$ cat src/rtl/nbe_pkg.sv
package nbe_pkg;
  typedef enum logic [1:0] {
    CYC_DATA = 2'd0,
    CYC_ADDR = 2'd1,
    CYC_CMD  = 2'd2,
    CYC_NONE = 2'd3
  } cyc_kind_e;

  typedef enum logic [2:0] {
    PH_IDLE  = 3'd0,
    PH_SETUP = 3'd1,
    PH_PULSE = 3'd2,
    PH_HOLD  = 3'd3,
    PH_DONE  = 3'd4
  } phase_e;

  // A timing field of zero is stretched to one cycle.
  function automatic logic [5:0] eff_count(input logic [5:0] f);
    return (f == 6'd0) ? 6'd1 : f;
  endfunction

  // Offset inside a bank window selects the bus cycle kind.
  function automatic cyc_kind_e window_kind(input logic [7:0] off);
    case (off)
      8'h00:   return CYC_DATA;
      8'h04:   return CYC_ADDR;
      8'h08:   return CYC_CMD;
      default: return CYC_NONE;
    endcase
  endfunction
endpackage

$ cat src/rtl/nbe_regs.sv
module nbe_regs #(
  parameter int NBANK = 8,
  parameter int RW = 16,
  parameter logic [15:0] TIM_RESET = 16'h1081
) (
  input  logic             clk,
  input  logic             rst_n,
  input  logic             wr_ctrl,
  input  logic             wr_tim,
  input  logic [RW-1:0]    wdata,
  input  logic             rb_n,
  output logic [NBANK:0]   ctrl_q,
  output logic [15:0]      tim_q,
  output logic             rb_sync,
  output logic [5:0]       setup_eff,
  output logic [5:0]       pulse_eff,
  output logic [5:0]       hold_eff
);
  import nbe_pkg::*;

  logic rb_meta;

  always_ff @(posedge clk or negedge rst_n) begin
    if (!rst_n) begin
      ctrl_q  <= {1'b1, {NBANK{1'b0}}};
      tim_q   <= TIM_RESET;
      rb_meta <= 1'b1;
      rb_sync <= 1'b1;
    end else begin
      if (wr_ctrl) ctrl_q <= wdata[NBANK:0];
      if (wr_tim)  tim_q  <= wdata[15:0];
      rb_meta <= rb_n;
      rb_sync <= rb_meta;
    end
  end

  assign setup_eff = eff_count({1'b0, tim_q[4:0]});
  assign pulse_eff = eff_count({1'b0, tim_q[9:5]});
  assign hold_eff  = eff_count(tim_q[15:10]);
endmodule

$ cat src/rtl/nbe_cycle_fsm.sv
module nbe_cycle_fsm #(
  parameter int DW = 8
) (
  input  logic                 clk,
  input  logic                 rst_n,
  input  logic                 start,
  input  nbe_pkg::cyc_kind_e   kind,
  input  logic                 is_read,
  input  logic [DW-1:0]        wbyte,
  input  logic [5:0]           setup_eff,
  input  logic [5:0]           pulse_eff,
  input  logic [5:0]           hold_eff,
  input  logic [DW-1:0]        dq_in,
  output logic                 idle,
  output logic                 done,
  output logic                 done_read,
  output logic [DW-1:0]        rbyte,
  output logic                 cle,
  output logic                 ale,
  output logic                 we_n,
  output logic                 re_n,
  output logic                 dq_oe,
  output logic [DW-1:0]        dq_out
);
  import nbe_pkg::*;

  phase_e    phase;
  cyc_kind_e kind_q;
  logic      rd_q;
  logic [DW-1:0] byte_q;
  logic [5:0] cnt;
  logic       cnt_last;
  logic       active;
  logic       strobe_phase;

  assign cnt_last = (cnt == 6'd0);

  always_ff @(posedge clk or negedge rst_n) begin
    if (!rst_n) begin
      phase  <= PH_IDLE;
      kind_q <= CYC_NONE;
      rd_q   <= 1'b0;
      byte_q <= '0;
      rbyte  <= '0;
      cnt    <= '0;
    end else begin
      case (phase)
        PH_IDLE: if (start) begin
          phase  <= PH_SETUP;
          kind_q <= kind;
          rd_q   <= is_read;
          byte_q <= wbyte;
          cnt    <= setup_eff - 6'd1;
        end
        PH_SETUP: if (cnt_last) begin
          phase <= PH_PULSE;
          cnt   <= pulse_eff - 6'd1;
        end else cnt <= cnt - 6'd1;
        PH_PULSE: if (cnt_last) begin
          phase <= PH_HOLD;
          cnt   <= hold_eff - 6'd1;
          if (rd_q) rbyte <= dq_in;
        end else cnt <= cnt - 6'd1;
        PH_HOLD: if (cnt_last) phase <= PH_DONE;
                 else cnt <= cnt - 6'd1;
        default: phase <= PH_IDLE;
      endcase
    end
  end

  assign idle         = (phase == PH_IDLE);
  assign done         = (phase == PH_DONE);
  assign done_read    = done && rd_q;
  assign active       = (phase == PH_SETUP) || (phase == PH_PULSE) || (phase == PH_HOLD);
  assign strobe_phase = (phase == PH_PULSE);
  assign cle    = active && !rd_q && (kind_q == CYC_CMD);
  assign ale    = active && !rd_q && (kind_q == CYC_ADDR);
  assign dq_oe  = active && !rd_q;
  assign we_n   = !(strobe_phase && !rd_q);
  assign re_n   = !(strobe_phase && rd_q);
  assign dq_out = byte_q;

  // the two latch enables never rise together
  a_r4_latch_exclusive: assert property (@(posedge clk) disable iff (!rst_n)
    !(cle && ale));
  // read and write strobes never overlap
  a_r7_strobe_exclusive: assert property (@(posedge clk) disable iff (!rst_n)
    !(!we_n && !re_n));
  // the bus is driven whenever the write strobe is low
  a_r6_driven_on_write: assert property (@(posedge clk) disable iff (!rst_n)
    !we_n |-> dq_oe);
  // the bus is released while the read strobe is low
  a_r7_released_on_read: assert property (@(posedge clk) disable iff (!rst_n)
    !re_n |-> !dq_oe);
  // a write strobe falls only after at least one driven setup cycle
  a_r8_setup_before_strobe: assert property (@(posedge clk) disable iff (!rst_n)
    $fell(we_n) |-> $past(dq_oe));
endmodule

$ cat src/rtl/nbe_top.sv
module nbe_top #(
  parameter int NBANK = 8,
  parameter int AW = 12,
  parameter int RW = 16,
  parameter int DW = 8
) (
  input  logic             clk,
  input  logic             rst_n,
  input  logic             reg_valid,
  input  logic             reg_write,
  input  logic [AW-1:0]    reg_addr,
  input  logic [RW-1:0]    reg_wdata,
  output logic             reg_ready,
  output logic [RW-1:0]    reg_rdata,
  output logic [NBANK-1:0] ce_n,
  output logic             cle,
  output logic             ale,
  output logic             we_n,
  output logic             re_n,
  output logic             wp_n,
  output logic [DW-1:0]    dq_out,
  output logic             dq_oe,
  input  logic [DW-1:0]    dq_in,
  input  logic             rb_n
);
  import nbe_pkg::*;

  localparam int BANK_BITS = $clog2(NBANK);
  localparam int WIN_SHIFT = 8;

  logic [NBANK:0] ctrl_q;
  logic [15:0]    tim_q;
  logic           rb_sync;
  logic [5:0]     setup_eff, pulse_eff, hold_eff;
  logic           fsm_idle, fsm_done, fsm_done_read;
  logic [DW-1:0]  fsm_rbyte;
  logic           ack_q;
  logic [RW-1:0]  rdata_q;

  logic           accept, is_win, bank_on, bus_start, reg_op, wr_ctrl, wr_tim;
  logic [BANK_BITS-1:0] win_bank;
  cyc_kind_e      kind;

  assign is_win   = reg_addr[AW-1];
  assign win_bank = reg_addr[WIN_SHIFT +: BANK_BITS];
  assign bank_on  = ctrl_q[win_bank];
  assign kind     = window_kind(reg_addr[WIN_SHIFT-1:0]);
  assign accept   = reg_valid && fsm_idle && !ack_q;
  assign bus_start = accept && is_win && bank_on &&
                     (reg_write ? (kind != CYC_NONE) : (kind == CYC_DATA));
  assign reg_op   = accept && !bus_start;
  assign wr_ctrl  = reg_op && reg_write && !is_win && (reg_addr[AW-2:0] == '0);
  assign wr_tim   = reg_op && reg_write && !is_win && (reg_addr[AW-2:0] == 4);

  always_ff @(posedge clk or negedge rst_n) begin
    if (!rst_n) begin
      ack_q   <= 1'b0;
      rdata_q <= '0;
    end else begin
      ack_q <= reg_op;
      if (reg_op) begin
        rdata_q <= '0;
        if (!reg_write && !is_win && reg_addr[AW-2:0] == '0)
          rdata_q[NBANK+1:0] <= {rb_sync, ctrl_q};
        else if (!reg_write && !is_win && reg_addr[AW-2:0] == 4)
          rdata_q[15:0] <= tim_q;
      end
    end
  end

  nbe_regs #(.NBANK(NBANK), .RW(RW)) u_regs (
    .clk(clk), .rst_n(rst_n), .wr_ctrl(wr_ctrl), .wr_tim(wr_tim),
    .wdata(reg_wdata), .rb_n(rb_n), .ctrl_q(ctrl_q), .tim_q(tim_q),
    .rb_sync(rb_sync), .setup_eff(setup_eff), .pulse_eff(pulse_eff),
    .hold_eff(hold_eff)
  );

  nbe_cycle_fsm #(.DW(DW)) u_fsm (
    .clk(clk), .rst_n(rst_n), .start(bus_start), .kind(kind),
    .is_read(!reg_write), .wbyte(reg_wdata[DW-1:0]),
    .setup_eff(setup_eff), .pulse_eff(pulse_eff), .hold_eff(hold_eff),
    .dq_in(dq_in), .idle(fsm_idle), .done(fsm_done),
    .done_read(fsm_done_read), .rbyte(fsm_rbyte), .cle(cle), .ale(ale),
    .we_n(we_n), .re_n(re_n), .dq_oe(dq_oe), .dq_out(dq_out)
  );

  assign ce_n      = ~ctrl_q[NBANK-1:0];
  assign wp_n      = ~ctrl_q[NBANK];
  assign reg_ready = ack_q || fsm_done;
  assign reg_rdata = ack_q ? rdata_q :
                     (fsm_done_read ? {{(RW-DW){1'b0}}, fsm_rbyte} : '0);

  // completion is a single-cycle pulse
  a_r9_ready_pulse: assert property (@(posedge clk) disable iff (!rst_n)
    reg_ready |=> !reg_ready);
  // the two completion sources never coincide
  a_r9_single_source: assert property (@(posedge clk) disable iff (!rst_n)
    !(ack_q && fsm_done));
  // a register-side completion leaves every strobe idle
  a_r10_quiet_reg_op: assert property (@(posedge clk) disable iff (!rst_n)
    ack_q |-> (we_n && re_n && !cle && !ale));
endmodule

$ cat config.mk
export PLATFORM = sky130hd
export DESIGN_NAME = nbe_top
export DESIGN_NICKNAME = d
export VERILOG_FILES = /design/src/rtl/nbe_pkg.sv /design/src/rtl/nbe_regs.sv /design/src/rtl/nbe_cycle_fsm.sv /design/src/rtl/nbe_top.sv
export SDC_FILE = /design/constraint.sdc
export NUM_CORES = 1
export LEC_CHECK = 0
export ABC_AREA = 1
export CAP_MARGIN = 20
export CORE_MARGIN = 2
export CORE_UTILIZATION = 50
export DETAILED_ROUTE_END_ITERATION = 10
export DONT_BUFFER_PORTS = 1
export PLACE_DENSITY_LB_ADDON = 0.1
export SLEW_MARGIN = 40
export SYNTH_ARGS = -nofsm -noshare
export SYNTH_HDL_FRONTEND = slang
export SYNTH_HIERARCHICAL = 1
export SYNTH_SLANG_ARGS = --single-unit
$ cat constraint.sdc
create_clock -name clk -period 3.14 [get_ports clk]
set_input_delay 0.314 -clock clk [delete_from_list [all_inputs] [get_ports clk]]
set_output_delay 0.314 -clock clk [all_outputs]
set_load 0.01 [all_outputs]
Word level (Yosys, flattened, before mapping)

Cells that the tools add are included.
Widths: inputs -> output; s select.

Flip-flop bits (word level): 72
Bits in latches: 0
Bits in writable memories: 0
Memory bits (read-only): 0
Output and inout bits: 39
Word-level logic and storage cells: 98
Memories: 0

Add/subtract/negate cells: 4
Multiply operators: 0
Divide/modulo/power cells: 0
$lt $le $gt $ge: 1
Equality and inequality tests: 15
Shift-type cells: 0
Mux-type cells: 22
Bitwise operators: 2
Reduce and logical (&&, ||, !) cells: 42

Operator list:

| cell                | count |
|---|---|
| $mux 6              | 6 |
| $mux 16             | 2 |
| $pmux 6 s4          | 1 |
| $logic_and 1x1->1   | 19 |
| $logic_not 6->1     | 2 |
| $mux 3              | 4 |
| $pmux 3 s4          | 1 |
| $sub 5x1->6 const B | 2 |
| $sub 6x1->6 const B | 2 |
| $eq 11x3->1 const B | 1 |
| $logic_not 11->1    | 1 |
| $logic_not 5->1     | 2 |
| $mux 10             | 1 |
| $mux 5              | 2 |
| $eq 8x3->1 const B  | 1 |
| $eq 8x4->1 const B  | 1 |
| $logic_not 8->1     | 1 |
| $mux 8              | 1 |
| $ne 2x1->1 const B  | 4 |
| $not 8->8           | 1 |
| $logic_not 1->1     | 7 |
| $eq 3x2->1 const B  | 2 |
| $pmux 2 s3          | 1 |
| $reduce_and 3->1    | 2 |
| other kinds (15)    | 19 |

Logic depth before layout (Yosys ltp)

Depth in word-level cells: 11
Depth in mapped cells: 19
Depth with buffers taken out: 18

Hierarchy

The synthesis kept the hierarchy.

By module, submodules not included:

| module        | instances | cells an instance | area an instance (µm²) | seq. area each (µm²) |
|---|---|---|---|---|
| nbe_cycle_fsm | 1         | 224               | 1820.5                 | 703.2 |
| nbe_top       | 1         | 217               | 1342.5                 | 425.4 |
| nbe_regs      | 1         | 133               | 1172.4                 | 683.2 |

Least setup slack after synthesis

OpenSTA, ideal clock, no wires.

Path type: register to register
Start: register u_fsm.phase[2]
End: register u_fsm.cnt[0]
Library setup time: 0.083 ns
Data arrival time: 2.091 ns
Slack: 0.966 ns
Cell stages (with the launch flop): 19
Buffers on the path: 1
Period minus slack after synthesis: 2.174 ns
Cells stage by stage: dfrtp_1 -> inv_2 -> nand2_1 -> nor2_2 -> nand3_4 -> nor2_2 -> nand3_1 -> nor2_2 -> nand3_4 -> buf_2 -> inv_1 -> inv_1 -> nand3_1 -> nand2_1 -> a21oi_4 -> inv_2 -> a21oi_1 -> nand2_1 -> o21ai_0

Longest elaborated chain between the ends: 8
Elaborated cells between the ends (all ways): 14
Classes of those cells: 5 x eq/ne; 1 x mux; 8 x reduce/logical

RTL lines:

| item                            | line                | RTL |
|---|---|---|
| start: declaration              | nbe_cycle_fsm.sv:27 | `phase_e phase;` |
| start signal: assignment        | nbe_cycle_fsm.sv:40 | `phase <= PH_IDLE;` |
| start signal: assignment        | nbe_cycle_fsm.sv:49 | `phase <= PH_SETUP;` |
| start signal: assignment        | nbe_cycle_fsm.sv:56 | `phase <= PH_PULSE;` |
| $logic_not 3->1                 | nbe_cycle_fsm.sv:71 | `assign idle = (phase == PH_IDLE);` |
| named net fsm_idle              | nbe_top.sv:35       | `logic fsm_idle, fsm_done, fsm_done_read;` |
| $logic_and 1x1->1 (2 in series) | nbe_top.sv:48       | `assign accept = reg_valid && fsm_idle && !ack_q;` |
| $logic_and 1x1->1 (3 in series) | nbe_top.sv:49       | `assign bus_start = accept && is_win && bank_on &&` |
| named net bus_start             | nbe_top.sv:40       | `logic accept, is_win, bank_on, bus_start, reg_op, wr_ctrl, wr_tim;` |
| $ne 2x1->1 (no line)            | -                   |  |
| $reduce_and 3->1 (no line)      | -                   |  |
| end signal: assignment          | nbe_cycle_fsm.sv:61 | `cnt <= hold_eff - 6'd1;` |
| end signal: assignment          | nbe_cycle_fsm.sv:63 | `end else cnt <= cnt - 6'd1;` |
| end signal: assignment          | nbe_cycle_fsm.sv:65 | `else cnt <= cnt - 6'd1;` |
| end: declaration                | nbe_cycle_fsm.sv:31 | `logic [5:0] cnt;` |

The timed path passes the listed nets, and every way through them passes these cells.
A chain may end at the register's enable or synchronous reset.

Final worst setup path

Ends and elaborated chain as after synthesis.

==> results.toml <==
[clocking]
clk_path_buf_depth = 2
tritoncts_num_sinks = 72
tritoncts = "done"
clk_pin_slew_ns = 0.08
clockRootBuffer = "sky130_fd_sc_hd__clkbuf_8"
cts-buffers-inserted = 9
insertion_delay_ns = 0.35
cts_max_level = 3

[setup_path]
crit_path_top_delay_cell = "sky130_fd_sc_hd__dfrtp_1"
worstPathMaxFanout = 18
critPathCaptureType = "register"
critical_path.max_stage_delay_ns = 0.39
cp_cell_sequence = "inv_2 -> nand2_1 -> nor2_2 -> nand3_4 -> nor2_2 -> nand3_1 -> nor2_2 -> nand3_4 -> inv_1 -> inv_1 -> nand3_1 -> nand2_1 -> a21oi_4 -> inv_2 -> a21oi_1 -> nand2_1 -> o21ai_0"
timing.reg2reg.setup_slack_ns = 0.72
critical_path_type = "register to register"
cp.arrival_ns = 2.68
timing.critical_path.required_ns = 3.40
start_kind = "register"

[outcome]
run_status = "complete, no violations"

[sta]
post-route-worst-setup-slack_ns = 0.715
timing.final.crit_period_ns = 2.42
timing_worst_slew_pin_value_ns = 0.773
setup_viol = 0
achievable-frequency_mhz = 412
worst_slew_margin_rel_pct = 48.2
worst_clock_skew_ns = 0.0161
hold_viol = 0
maxSlewViolCount = 0
post-route-period-util_pct = 77.2
unrepaired_setup_endpoints_after_global_routing = "no"
totalNegativeSetupSlack_ns = 0

[cells_and_area]
antennaDiodeCount = 0
layout-area-overhead-vs-synth_pct = 5.83
most_common_library_cell_in_the_layout_ignoring_fill_and_taps = "sky130_fd_sc_hd__nand2_1"
filler_cell_count = 808
combined_area_of_the_multi_input_logic_cells_um2 = 1990
most_frequent_cells_in_the_layout = "147 x sky130_fd_sc_hd__nand2_1, 90 x sky130_fd_sc_hd__inv_1, 64 x sky130_fd_sc_hd__dfrtp_1, 57 x sky130_fd_sc_hd__nand3_1, 41 x sky130_fd_sc_hd__nor2_1"
instances_no_fill = 674
register_area_um2 = 1810
nNetsFinal = 609
final_core_util_pct = 55.3
post_route_cells_drive_above_1_share_pct = 12.3

[routing]
remaining_number_of_nets_flagged_by_the_antenna_check_after_routing = 0
vias_per_cell = 5.30
drt_iter0_markers = 226
vias = 3573
drt-wirelength-per-cell_um = 15.3
route.detailed.drc = 0
total_wirelength_um = 10300
first_pass_detailed_route_iteration_total = 5

[grt]
globalRoute.totalOverflow = 0
grt_max_degree = 73
grt.total_usage_pct = 23.1
grt_pass1_wl_um = 17400
antenna_found_initial = 0
vias_in_the_first_global_route = 3546

[power_and_ir_drop]
share_seq_of_total_power_pct = 53.9
sw_frac_of_total_pct = 23.9
power_dens_cells_nw_per_um2 = 380
cell_internal_pwr_mw = 1.33
total_leakage_power_nw = 2.59
share_comb_of_total_power_pct = 3.1
post-layout-total-power_mw = 1.74
net-switching-power_mw = 0.417
clkPwrFrac_pct = 43.0
irDropWorstVdd_v = 0.000219

[die]
core_area_um2 = 8300
floorplan.die_area_um2 = 9430
num_rows = 33
dieWidth_um = 97.1
io_pins = 80
floorplan.die.height_um = 97.1
floorplan.initialDensity_pct = 52.2

[yosys]
synthesis.area_per_instance_um2 = 7.55
synth.yosys.warnings = 6
synth_seq_cells = 72
syn-instance-count = 574
synth_area_um2 = 4340
yosys.cell_types.count = 38
share_of_synthesized_area_occupied_by_flip_flops_and_latches_pct = 41.8

[worst_hold_path]
timing.hold.worst.class = "input pin to register"

[placed_design]
dpl.cell_count = 655
placement_stage_worst_setup_slack_ns = 0.772
numPortBuffers = 0
hpwlAfterDp_um = 7760
final_weighted_congestion_of_routability_driven_global_placement = 0.950

[flow_run]
cap_violations = 0
==> timing repair <==
action                     4_1_cts  5_1_grt
resized for setup                0        0
setup endpoints to repair        0        0
hold buffers                     3        0
hold endpoints to repair        73        0
setup buffers                    0        0
==> kinds of logic (layout without fill, tap and decap cells) <==
family          count (synthesis)  after routing  share of synthesized area, %
other cells                     1              2                        0.0865
xor+xnor                        5              5                          1.01
compound gates                 64             64                          8.11
flops                          72             72                          41.8
fa+ha+maj                       4              4                          1.15
mux                            18             18                          5.37
buf+inv                       126            120                          12.5
simple gates                  284            284                          30.0
==> cells in the mapped netlist <==
cell type,n,area share [%]
sky130_fd_sc_hd__clkbuf_1,16,1.4
sky130_fd_sc_hd__nor2_2,6,0.87
sky130_fd_sc_hd__o22ai_1,2,0.29
sky130_fd_sc_hd__nand2_2,3,0.43
sky130_fd_sc_hd__nand2_1,147,13
sky130_fd_sc_hd__mux2_2,3,0.78
sky130_fd_sc_hd__nor2_8,1,0.46
sky130_fd_sc_hd__a21oi_1,11,1.3
sky130_fd_sc_hd__o211ai_1,1,0.17
sky130_fd_sc_hd__nor3_1,2,0.23
sky130_fd_sc_hd__inv_1,90,7.8
sky130_fd_sc_hd__ha_1,4,1.2
sky130_fd_sc_hd__mux2_4,8,2.8
sky130_fd_sc_hd__nor2_1,42,3.6
sky130_fd_sc_hd__xor2_1,2,0.40
sky130_fd_sc_hd__dfstp_2,8,4.8
sky130_fd_sc_hd__mux2_1,7,1.8
sky130_fd_sc_hd__conb_1,1,0.086
sky130_fd_sc_hd__dfrtp_1,64,37
sky130_fd_sc_hd__o21ai_2,4,0.81
sky130_fd_sc_hd__a21oi_4,1,0.38
sky130_fd_sc_hd__buf_6,6,1.6
sky130_fd_sc_hd__buf_2,4,0.46
sky130_fd_sc_hd__buf_4,4,0.69
sky130_fd_sc_hd__nor3_2,1,0.23
sky130_fd_sc_hd__nand2_4,2,0.52
sky130_fd_sc_hd__o21ai_1,5,0.58
sky130_fd_sc_hd__clkinv_4,1,0.20
sky130_fd_sc_hd__nand3b_1,2,0.35
sky130_fd_sc_hd__nand3_4,3,1.2
sky130_fd_sc_hd__or2_2,2,0.29
sky130_fd_sc_hd__nand3_1,57,6.6
sky130_fd_sc_hd__o21ai_0,40,4.6
sky130_fd_sc_hd__inv_2,4,0.35
sky130_fd_sc_hd__clkinv_1,1,0.086
sky130_fd_sc_hd__nor2_4,1,0.26
sky130_fd_sc_hd__nand4_1,15,2.2
sky130_fd_sc_hd__xnor2_1,3,0.61
==> registers in the layout, indices dropped and copies added, names as in the netlist <==
| register | flops |
|---|---|
| u_fsm/rd_q | 1 |
| u_fsm/phase | 3 |
| u_regs/rb_meta | 1 |
| u_fsm/rbyte | 8 |
| rdata_q | 16 |
| u_fsm/dq_out | 8 |
| u_regs/ctrl_q | 9 |
| u_fsm/kind_q | 2 |
| u_fsm/cnt | 6 |
| ack_q | 1 |
| u_regs/tim_q | 16 |
| u_regs/rb_sync | 1 |
==> path summary, 6_finish.rpt <==
path,endpoint,cells past startpoint,start
hold reg to reg,u_regs/rb_sync$_DFF_PN1_,0,u_regs/rb_meta$_DFF_PN1_
max in group asynchronous,u_regs/tim_q[7]$_DFFE_PN1P_,2,rst_n
min in group asynchronous,u_regs/ctrl_q[5]$_DFFE_PN0P_,2,rst_n
hold / removal,u_regs/tim_q[0]$_DFFE_PN1P_,2,reg_wdata[0]
setup / recovery,u_fsm/cnt[0]$_DFFE_PN0P_,17,u_fsm/phase[2]$_DFFE_PN0P_
setup reg to reg,u_fsm/cnt[0]$_DFFE_PN0P_,17,u_fsm/phase[2]$_DFFE_PN0P_
==> per-stage QoR <==
step | cell area (µm²) | hold WS [ns]
after floorplan | 4340 | 0.0184
after global placement | 4350 | 0.0214
after detailed placement | 4350 | 0.0210
after CTS | 4590 | 0.0519
after global routing | 4590 | 0.0600
final | 4590 | 0.0699
==> worst max-delay path: cells and delay by family (launching register included) <==
family                 cells  cell delay [ns]
buffers and inverters      4             0.44
AO/OA/AOI/OAI              3             0.41
AND/OR/NAND/NOR           10             1.11
flip-flops                 1             0.39
==> layer usage <==
metal / GRT usage (%) / share of wire [%]
met5: 0 / 0
met1: 30.2 / 44
met3: 5.32 / 4.7
met4: 7.58 / 2.2
met2: 38.0 / 49
==> final cells by class <==
class	count	share of cell area (%)
Timing Repair Buffer	8	2.13
Clock inverter	6	1.47
Inverter	96	7.96
Multi-Input combinational cell	377	43.3
Sequential cell	72	39.5
Clock buffer	10	2.78
Tap cell	105	2.86
==> power groups by stage <==
stage	Sequential, mW	Clock, mW	Combinational, mW
2_1_floorplan	0.956	0	0.0287
3_3_place_gp	0.957	0	0.0299
3_5_place_dp	0.957	0	0.0303
4_1_cts	0.939	0.765	0.0561
5_1_grt	0.940	0.807	0.0626
6_report	0.939	0.750	0.0547
Note: power is estimated with default switching activity, not from simulation.
